[src/rtl/bypass_pkg.sv]
package bypass_pkg;

  typedef enum logic {
    SEL_RF = 1'b0,
    SEL_EX = 1'b1
  } srcSel_e;

  typedef struct packed {
    logic issue;
    logic issueWrite;
  } ctlStrobe_t;

endpackage

[src/rtl/bypass_operand_lane.sv]
module bypass_operand_lane
  import bypass_pkg::*;
#(
  parameter int REG_W = 5,
  localparam int NREG = 1 << REG_W
) (
  input  logic [REG_W-1:0] src,
  input  logic             srcUse,
  input  logic             bypassEn,
  input  logic [NREG-1:0]  busy,
  input  logic             exValid,
  input  logic [REG_W-1:0] exTag,
  input  logic             wbValid,
  input  logic [REG_W-1:0] wbTag,
  output srcSel_e          sel,
  output logic             hazard
);

  logic needsValue;
  logic inRegFile;
  logic inExecute;
  logic bypassOk;

  always_comb begin
    needsValue = srcUse && (src != '0);
    inRegFile  = !busy[src] || (wbValid && (wbTag == src));
    inExecute  = exValid && (exTag == src);
    bypassOk   = inExecute && bypassEn;
    hazard     = needsValue && !inRegFile && !bypassOk;
    sel        = (needsValue && !inRegFile && bypassOk) ? SEL_EX : SEL_RF;
  end

endmodule

[src/rtl/bypass_interlock_ctl.sv]
module bypass_interlock_ctl
  import bypass_pkg::*;
#(
  parameter int NUM_OPS = 2,
  parameter int REG_W   = 5,
  localparam int NREG   = 1 << REG_W
) (
  input  logic                          orValid,
  input  logic [NUM_OPS-1:0][REG_W-1:0] orSrc,
  input  logic [NUM_OPS-1:0]            orSrcUse,
  input  logic [REG_W-1:0]              orDest,
  input  logic                          orDestWe,
  input  logic [NUM_OPS-1:0]            cfgExBypass,
  input  logic [NREG-1:0]               busy,
  input  logic                          exValid,
  input  logic [REG_W-1:0]              exTag,
  input  logic                          wbValid,
  input  logic [REG_W-1:0]              wbTag,
  output ctlStrobe_t                    strobe,
  output logic                          stall,
  output logic [NUM_OPS-1:0]            opSel
);

  logic [NUM_OPS-1:0] laneHazard;
  logic               destWrites;
  logic               wawHazard;

  for (genvar k = 0; k < NUM_OPS; k++) begin : g_lane
    srcSel_e laneSel;

    bypass_operand_lane #(.REG_W(REG_W)) u_lane (
      .src      (orSrc[k]),
      .srcUse   (orSrcUse[k]),
      .bypassEn (cfgExBypass[k]),
      .busy     (busy),
      .exValid  (exValid),
      .exTag    (exTag),
      .wbValid  (wbValid),
      .wbTag    (wbTag),
      .sel      (laneSel),
      .hazard   (laneHazard[k])
    );

    assign opSel[k] = (laneSel == SEL_EX);
  end

  always_comb begin
    destWrites        = orDestWe && (orDest != '0);
    wawHazard         = destWrites && busy[orDest] && !(wbValid && (wbTag == orDest));
    stall             = orValid && ((|laneHazard) || wawHazard);
    strobe.issue      = orValid && !stall;
    strobe.issueWrite = orValid && !stall && destWrites;
  end

endmodule

[src/rtl/bypass_sb_datapath.sv]
module bypass_sb_datapath
  import bypass_pkg::*;
#(
  parameter int REG_W = 5,
  localparam int NREG = 1 << REG_W
) (
  input  logic             clk,
  input  logic             rstN,
  input  ctlStrobe_t       strobe,
  input  logic [REG_W-1:0] orDest,
  output logic [NREG-1:0]  busy,
  output logic             exLive,
  output logic             exValid,
  output logic [REG_W-1:0] exTag,
  output logic             wbValid,
  output logic [REG_W-1:0] wbTag
);

  always_ff @(posedge clk) begin
    if (!rstN) begin
      exLive  <= 1'b0;
      exValid <= 1'b0;
      exTag   <= '0;
      wbValid <= 1'b0;
      wbTag   <= '0;
    end else begin
      exLive  <= strobe.issue;
      exValid <= strobe.issueWrite;
      exTag   <= strobe.issueWrite ? orDest : '0;
      wbValid <= exValid;
      wbTag   <= exTag;
    end
  end

  // Clear on retirement first, then set on issue, so a same-cycle
  // re-mark of the retiring register survives.
  always_ff @(posedge clk) begin
    if (!rstN) begin
      busy <= '0;
    end else begin
      if (wbValid) busy[wbTag] <= 1'b0;
      if (strobe.issueWrite) busy[orDest] <= 1'b1;
    end
  end

endmodule

[src/rtl/partial_bypass_interlock.sv]
module partial_bypass_interlock
  import bypass_pkg::*;
#(
  parameter int NUM_OPS = 2,
  parameter int REG_W   = 5
) (
  input  logic                          clk,
  input  logic                          rstN,
  input  logic [NUM_OPS-1:0]            cfgExBypass,
  input  logic                          orValid,
  input  logic [NUM_OPS-1:0][REG_W-1:0] orSrc,
  input  logic [NUM_OPS-1:0]            orSrcUse,
  input  logic [REG_W-1:0]              orDest,
  input  logic                          orDestWe,
  output logic                          stall,
  output logic [NUM_OPS-1:0]            opSel,
  output logic                          exLive,
  output logic                          wbWrite,
  output logic [REG_W-1:0]              wbReg
);

  localparam int NREG = 1 << REG_W;

  ctlStrobe_t       strobe;
  logic [NREG-1:0]  busy;
  logic             exValid;
  logic [REG_W-1:0] exTag;
  logic             wbValid;
  logic [REG_W-1:0] wbTag;

  bypass_interlock_ctl #(.NUM_OPS(NUM_OPS), .REG_W(REG_W)) u_ctl (
    .orValid     (orValid),
    .orSrc       (orSrc),
    .orSrcUse    (orSrcUse),
    .orDest      (orDest),
    .orDestWe    (orDestWe),
    .cfgExBypass (cfgExBypass),
    .busy        (busy),
    .exValid     (exValid),
    .exTag       (exTag),
    .wbValid     (wbValid),
    .wbTag       (wbTag),
    .strobe      (strobe),
    .stall       (stall),
    .opSel       (opSel)
  );

  bypass_sb_datapath #(.REG_W(REG_W)) u_dp (
    .clk     (clk),
    .rstN    (rstN),
    .strobe  (strobe),
    .orDest  (orDest),
    .busy    (busy),
    .exLive  (exLive),
    .exValid (exValid),
    .exTag   (exTag),
    .wbValid (wbValid),
    .wbTag   (wbTag)
  );

  assign wbWrite = wbValid;
  assign wbReg   = wbTag;

endmodule

[config.mk]
export PLATFORM = sky130hd
export DESIGN_NAME = partial_bypass_interlock
export DESIGN_NICKNAME = d
export VERILOG_FILES = /design/src/rtl/bypass_pkg.sv /design/src/rtl/bypass_operand_lane.sv /design/src/rtl/bypass_interlock_ctl.sv /design/src/rtl/bypass_sb_datapath.sv /design/src/rtl/partial_bypass_interlock.sv
export SDC_FILE = /design/constraint.sdc
export NUM_CORES = 1
export LEC_CHECK = 0
export ABC_AREA = 1
export CAP_MARGIN = 20
export CORE_ASPECT_RATIO = 1.5
export CORE_MARGIN = 2
export CORE_UTILIZATION = 60
export DETAILED_ROUTE_END_ITERATION = 8
export MAX_ROUTING_LAYER = met4
export PLACE_DENSITY = 0.83
export SYNTH_ARGS = -nofsm -noshare
export SYNTH_HDL_FRONTEND = slang
export SYNTH_SLANG_ARGS = --single-unit
[constraint.sdc]
create_clock -name clk -period 4.1 [get_ports clk]
set_input_delay 1.025 -clock clk [delete_from_list [all_inputs] [get_ports clk]]
set_output_delay 1.025 -clock clk [all_outputs]
set_load 0.005 [all_outputs]
==> reports/qor.csv <==
stage;metric;value;unit
final_layout;Final Non-Filler Cells;701;
grt;met1 Track Usage GR;48.1;%
sta;Slew Limit Fails;0;
clocking;H-tree level count;2;
worst_setup_path;Worst Path Arrival;2.99;ns
drt;Total Wirelength;11900;um
clocking;Max Buffers Root-to-Sink;2;
clocking;CTS Sinks;45;
logic_synthesis;post-synthesis register bit count;45;
clocking;CTS tree;yes;
logic_synthesis;Avg Cell Area, Syn;5.84;sq um
floorplanning;die width;65.0;um
grt;first-pass GRT wire length;19500;um
logic_synthesis;Synth cell types;27;
min_path;min-delay worst type;reg -> reg;
clocking;Post-CTS Setup Bufs;0;
floorplanning;core region area;5410;sq um
grt;largest net degree at the start of global routing;39;
logic_synthesis;Area contributors post-synth;dfxtp_1 (27%), nand2_1 (16%), nand3_1 (9.4%);
logic_synthesis;synthesized area;3350;sq um
placement;placed cells;693;
sta;Fin. Hold Viols;0;
final_layout;most common cell after layout, fill and taps aside;nand2_1;
logic_synthesis;sequential area share after synthesis;26.9;%
floorplanning;Starting Density;61.9;%
pwr;Peak supply drop;0.232;mV
logic_synthesis;top cell type's share of synthesized area;26.9;%
sta;Finish-stage setup viols;0;
logic_synthesis;yosys warns;0;
worst_setup_path;CP Max Fanout;4;
placement;Port Buffers;32;
grt;vias in the first global route;4025;
sta;Rel. slew slack;34.0;%
final_layout;area grow syn2layout;23.4;%
grt;GRT overflow;0;
floorplanning;Die Area;6200;sq um
grt;Global Route met2 Usage;66.8;%
clocking;clock root cell;clkbuf_8;
pwr;Leakage;0.00189;uW
pwr;Pwr per Cell Area;247;nW/um^2
pwr;overall power;1020;uW
worst_setup_path;Crit. Startpoint;orSrc[4];
floorplanning;Std-Cell Rows;33;
flow_run;max-cap violations;0;
sta;fin crit share;98.0;%
sta;Setup Skew;0.00888;ns
outcome;status;finished, final reports clean;
drt;via count;4246;
clocking;Clk pin slew, worst setup/hold paths;0.08;ns
final_layout;commonest non-fill, non-tap cells in the layout;nand2_1 (143), inv_1 (73), nor2_1 (62), nand3_1 (62);
drt;DRC;0;
clocking;Num CTS Buffers;5;
grt;Total GRT Usage;42.0;%
final_layout;fillers;474;
final_layout;nets@finish;653;
floorplanning;die span in y;95.5;um
sta;Max Fclk;249;MHz
drt;drt via density;6.06;
drt;wire per inst;17.0;um
worst_setup_path;Crit Path Class;in -> out;
placement;hpwl dp;9030;um
sta;RSZ-0062 raised after global routing;no;
logic_synthesis;Post-Synthesis Cells;573;
worst_setup_path;CP Launch Type;input pin;
drt;DR pass1 iterations;6;
clocking;Clock Latency Late Sink;0.30;ns
grt;GRT busiest layer;met2;
min_path;HP Start;u_dp.exTag[0];
placement;Placer Congestion;1.12;
sta;Min Clock Period, post-route;4.02;ns
final_layout;share of layout cells above drive strength 1;12.0;%
sta;Tightest Pin Transition;0.983;ns
drt;Final ANT Viol Nets;0;
worst_setup_path;Worst Path Required;3.07;ns
drt;1st-iter DRT viols;478;
worst_setup_path;RR Startpoint;u_dp.wbTag[2];
grt;met3 usage;7.32;%
logic_synthesis;dominant cell type by area after synthesis;dfxtp_1;
logic_synthesis;Synthesized Nets;596;
worst_setup_path;Setup crit end kind;primary output;
grt;initial antenna violation count;0;
floorplanning;io pins;33;
final_layout;# diodes;0;
==> stage by stage <==
stage / utilization [%] / setup slack [ns] / instance area [sq um] / hold slack [ns] / TNS, ns
2_1_floorplan: - / 0.773 / 3350 / 0.407 / 0
3_3_place_gp: 73.8 / -0.114 / 3990 / 0.428 / -0.114
3_5_place_dp: 73.8 / -0.107 / 3990 / 0.450 / -0.107
4_1_cts: 76.1 / 0.0789 / 4110 / 0.462 / 0
5_1_grt: 76.4 / 0.00387 / 4130 / 0.482 / 0
6_report: 76.4 / 0.0824 / 4130 / 0.458 / 0
==> path summary, 6_finish.rpt <==
path | to | slack [ns] | cells after the start
setup / recovery | opSel[0] | 0.08 | 11
hold / removal | u_dp.wbTag[0] | 0.46 | 2
setup reg to reg | u_dp.exTag[0] | 1.85 | 12
hold reg to reg | u_dp.wbTag[0] | 0.46 | 2
==> metal layers <==
layer | share of wire (%) | up-vias
li1 | - | 2015
met1 | 38 | 1886
met2 | 47 | 273
met3 | 9.4 | 72
met4 | 5.3 | 0
met5 | 0 | -
==> what timing repair did <==
action | in CTS | in global routing
pin swaps | 3 | 2
hold buffers | 0 | 0
setup endpoints to repair | 1 | 3
gates resized for setup | 11 | 5
==> state kept, by name, indices dropped and copies added, names as in the netlist <==
signal	count
u_dp.busy	32
u_dp.exTag	5
u_dp.wbTag	5
u_dp.exLive	1
u_dp.exValid	1
u_dp.wbValid	1
==> worst max-delay path, cell delays in order <==
cell	delay, ns
clkdlybuf4s50_1	0.55
inv_1	0.11
o22ai_1	0.16
nor2_1	0.06
nand3_1	0.10
nand2_1	0.06
inv_1	0.06
nand3_2	0.10
buf_4	0.14
nor2_1	0.10
clkdlybuf4s50_1	0.52
==> cells in the mapped netlist <==
cell type,number
a211oi_1,2
a21oi_1,16
a22oi_1,3
a31oi_1,1
buf_2,9
buf_4,3
buf_6,4
clkbuf_1,15
clkinv_1,2
dfxtp_1,45
inv_1,73
inv_2,4
nand2_1,144
nand2_2,2
nand3_1,63
nand3_2,1
nand4_1,36
nor2_1,67
nor2_2,1
nor2_4,1
nor3_1,19
o211ai_1,21
o21ai_0,14
o21ai_1,9
o22ai_1,14
or2_2,3
xnor2_1,1
==> power by group <==
group / total (uW) / leakage (uW) / internal, uW / switching, uW
Sequential: 448 / 0.000363 / 442 / 6.23
Combinational: 223 / 0.00147 / 90.0 / 133
Clock: 350 / 0.0000585 / 199 / 151
==> cell families after synthesis <==
group                  synth area share, %
AND/OR/NAND/NOR                       44.4
XOR/XNOR                             0.262
buffers and inverters                 13.9
flip-flops                            26.9
AO/OA/AOI/OAI                         14.5
==> layout make-up <==
class / count / area, sq um / share of cell area [%]
multi-input cells: 418 / 2000 / 48.5
clock inverters: 1 / 30.0 / 0.727
well taps: 70 / 87.6 / 2.12
inverters: 79 / 297 / 7.18
repair buffers: 81 / 724 / 17.5
flip-flops and latches: 45 / 901 / 21.8
clock buffers: 7 / 86.3 / 2.09
(Power assumes the default switching activity.)
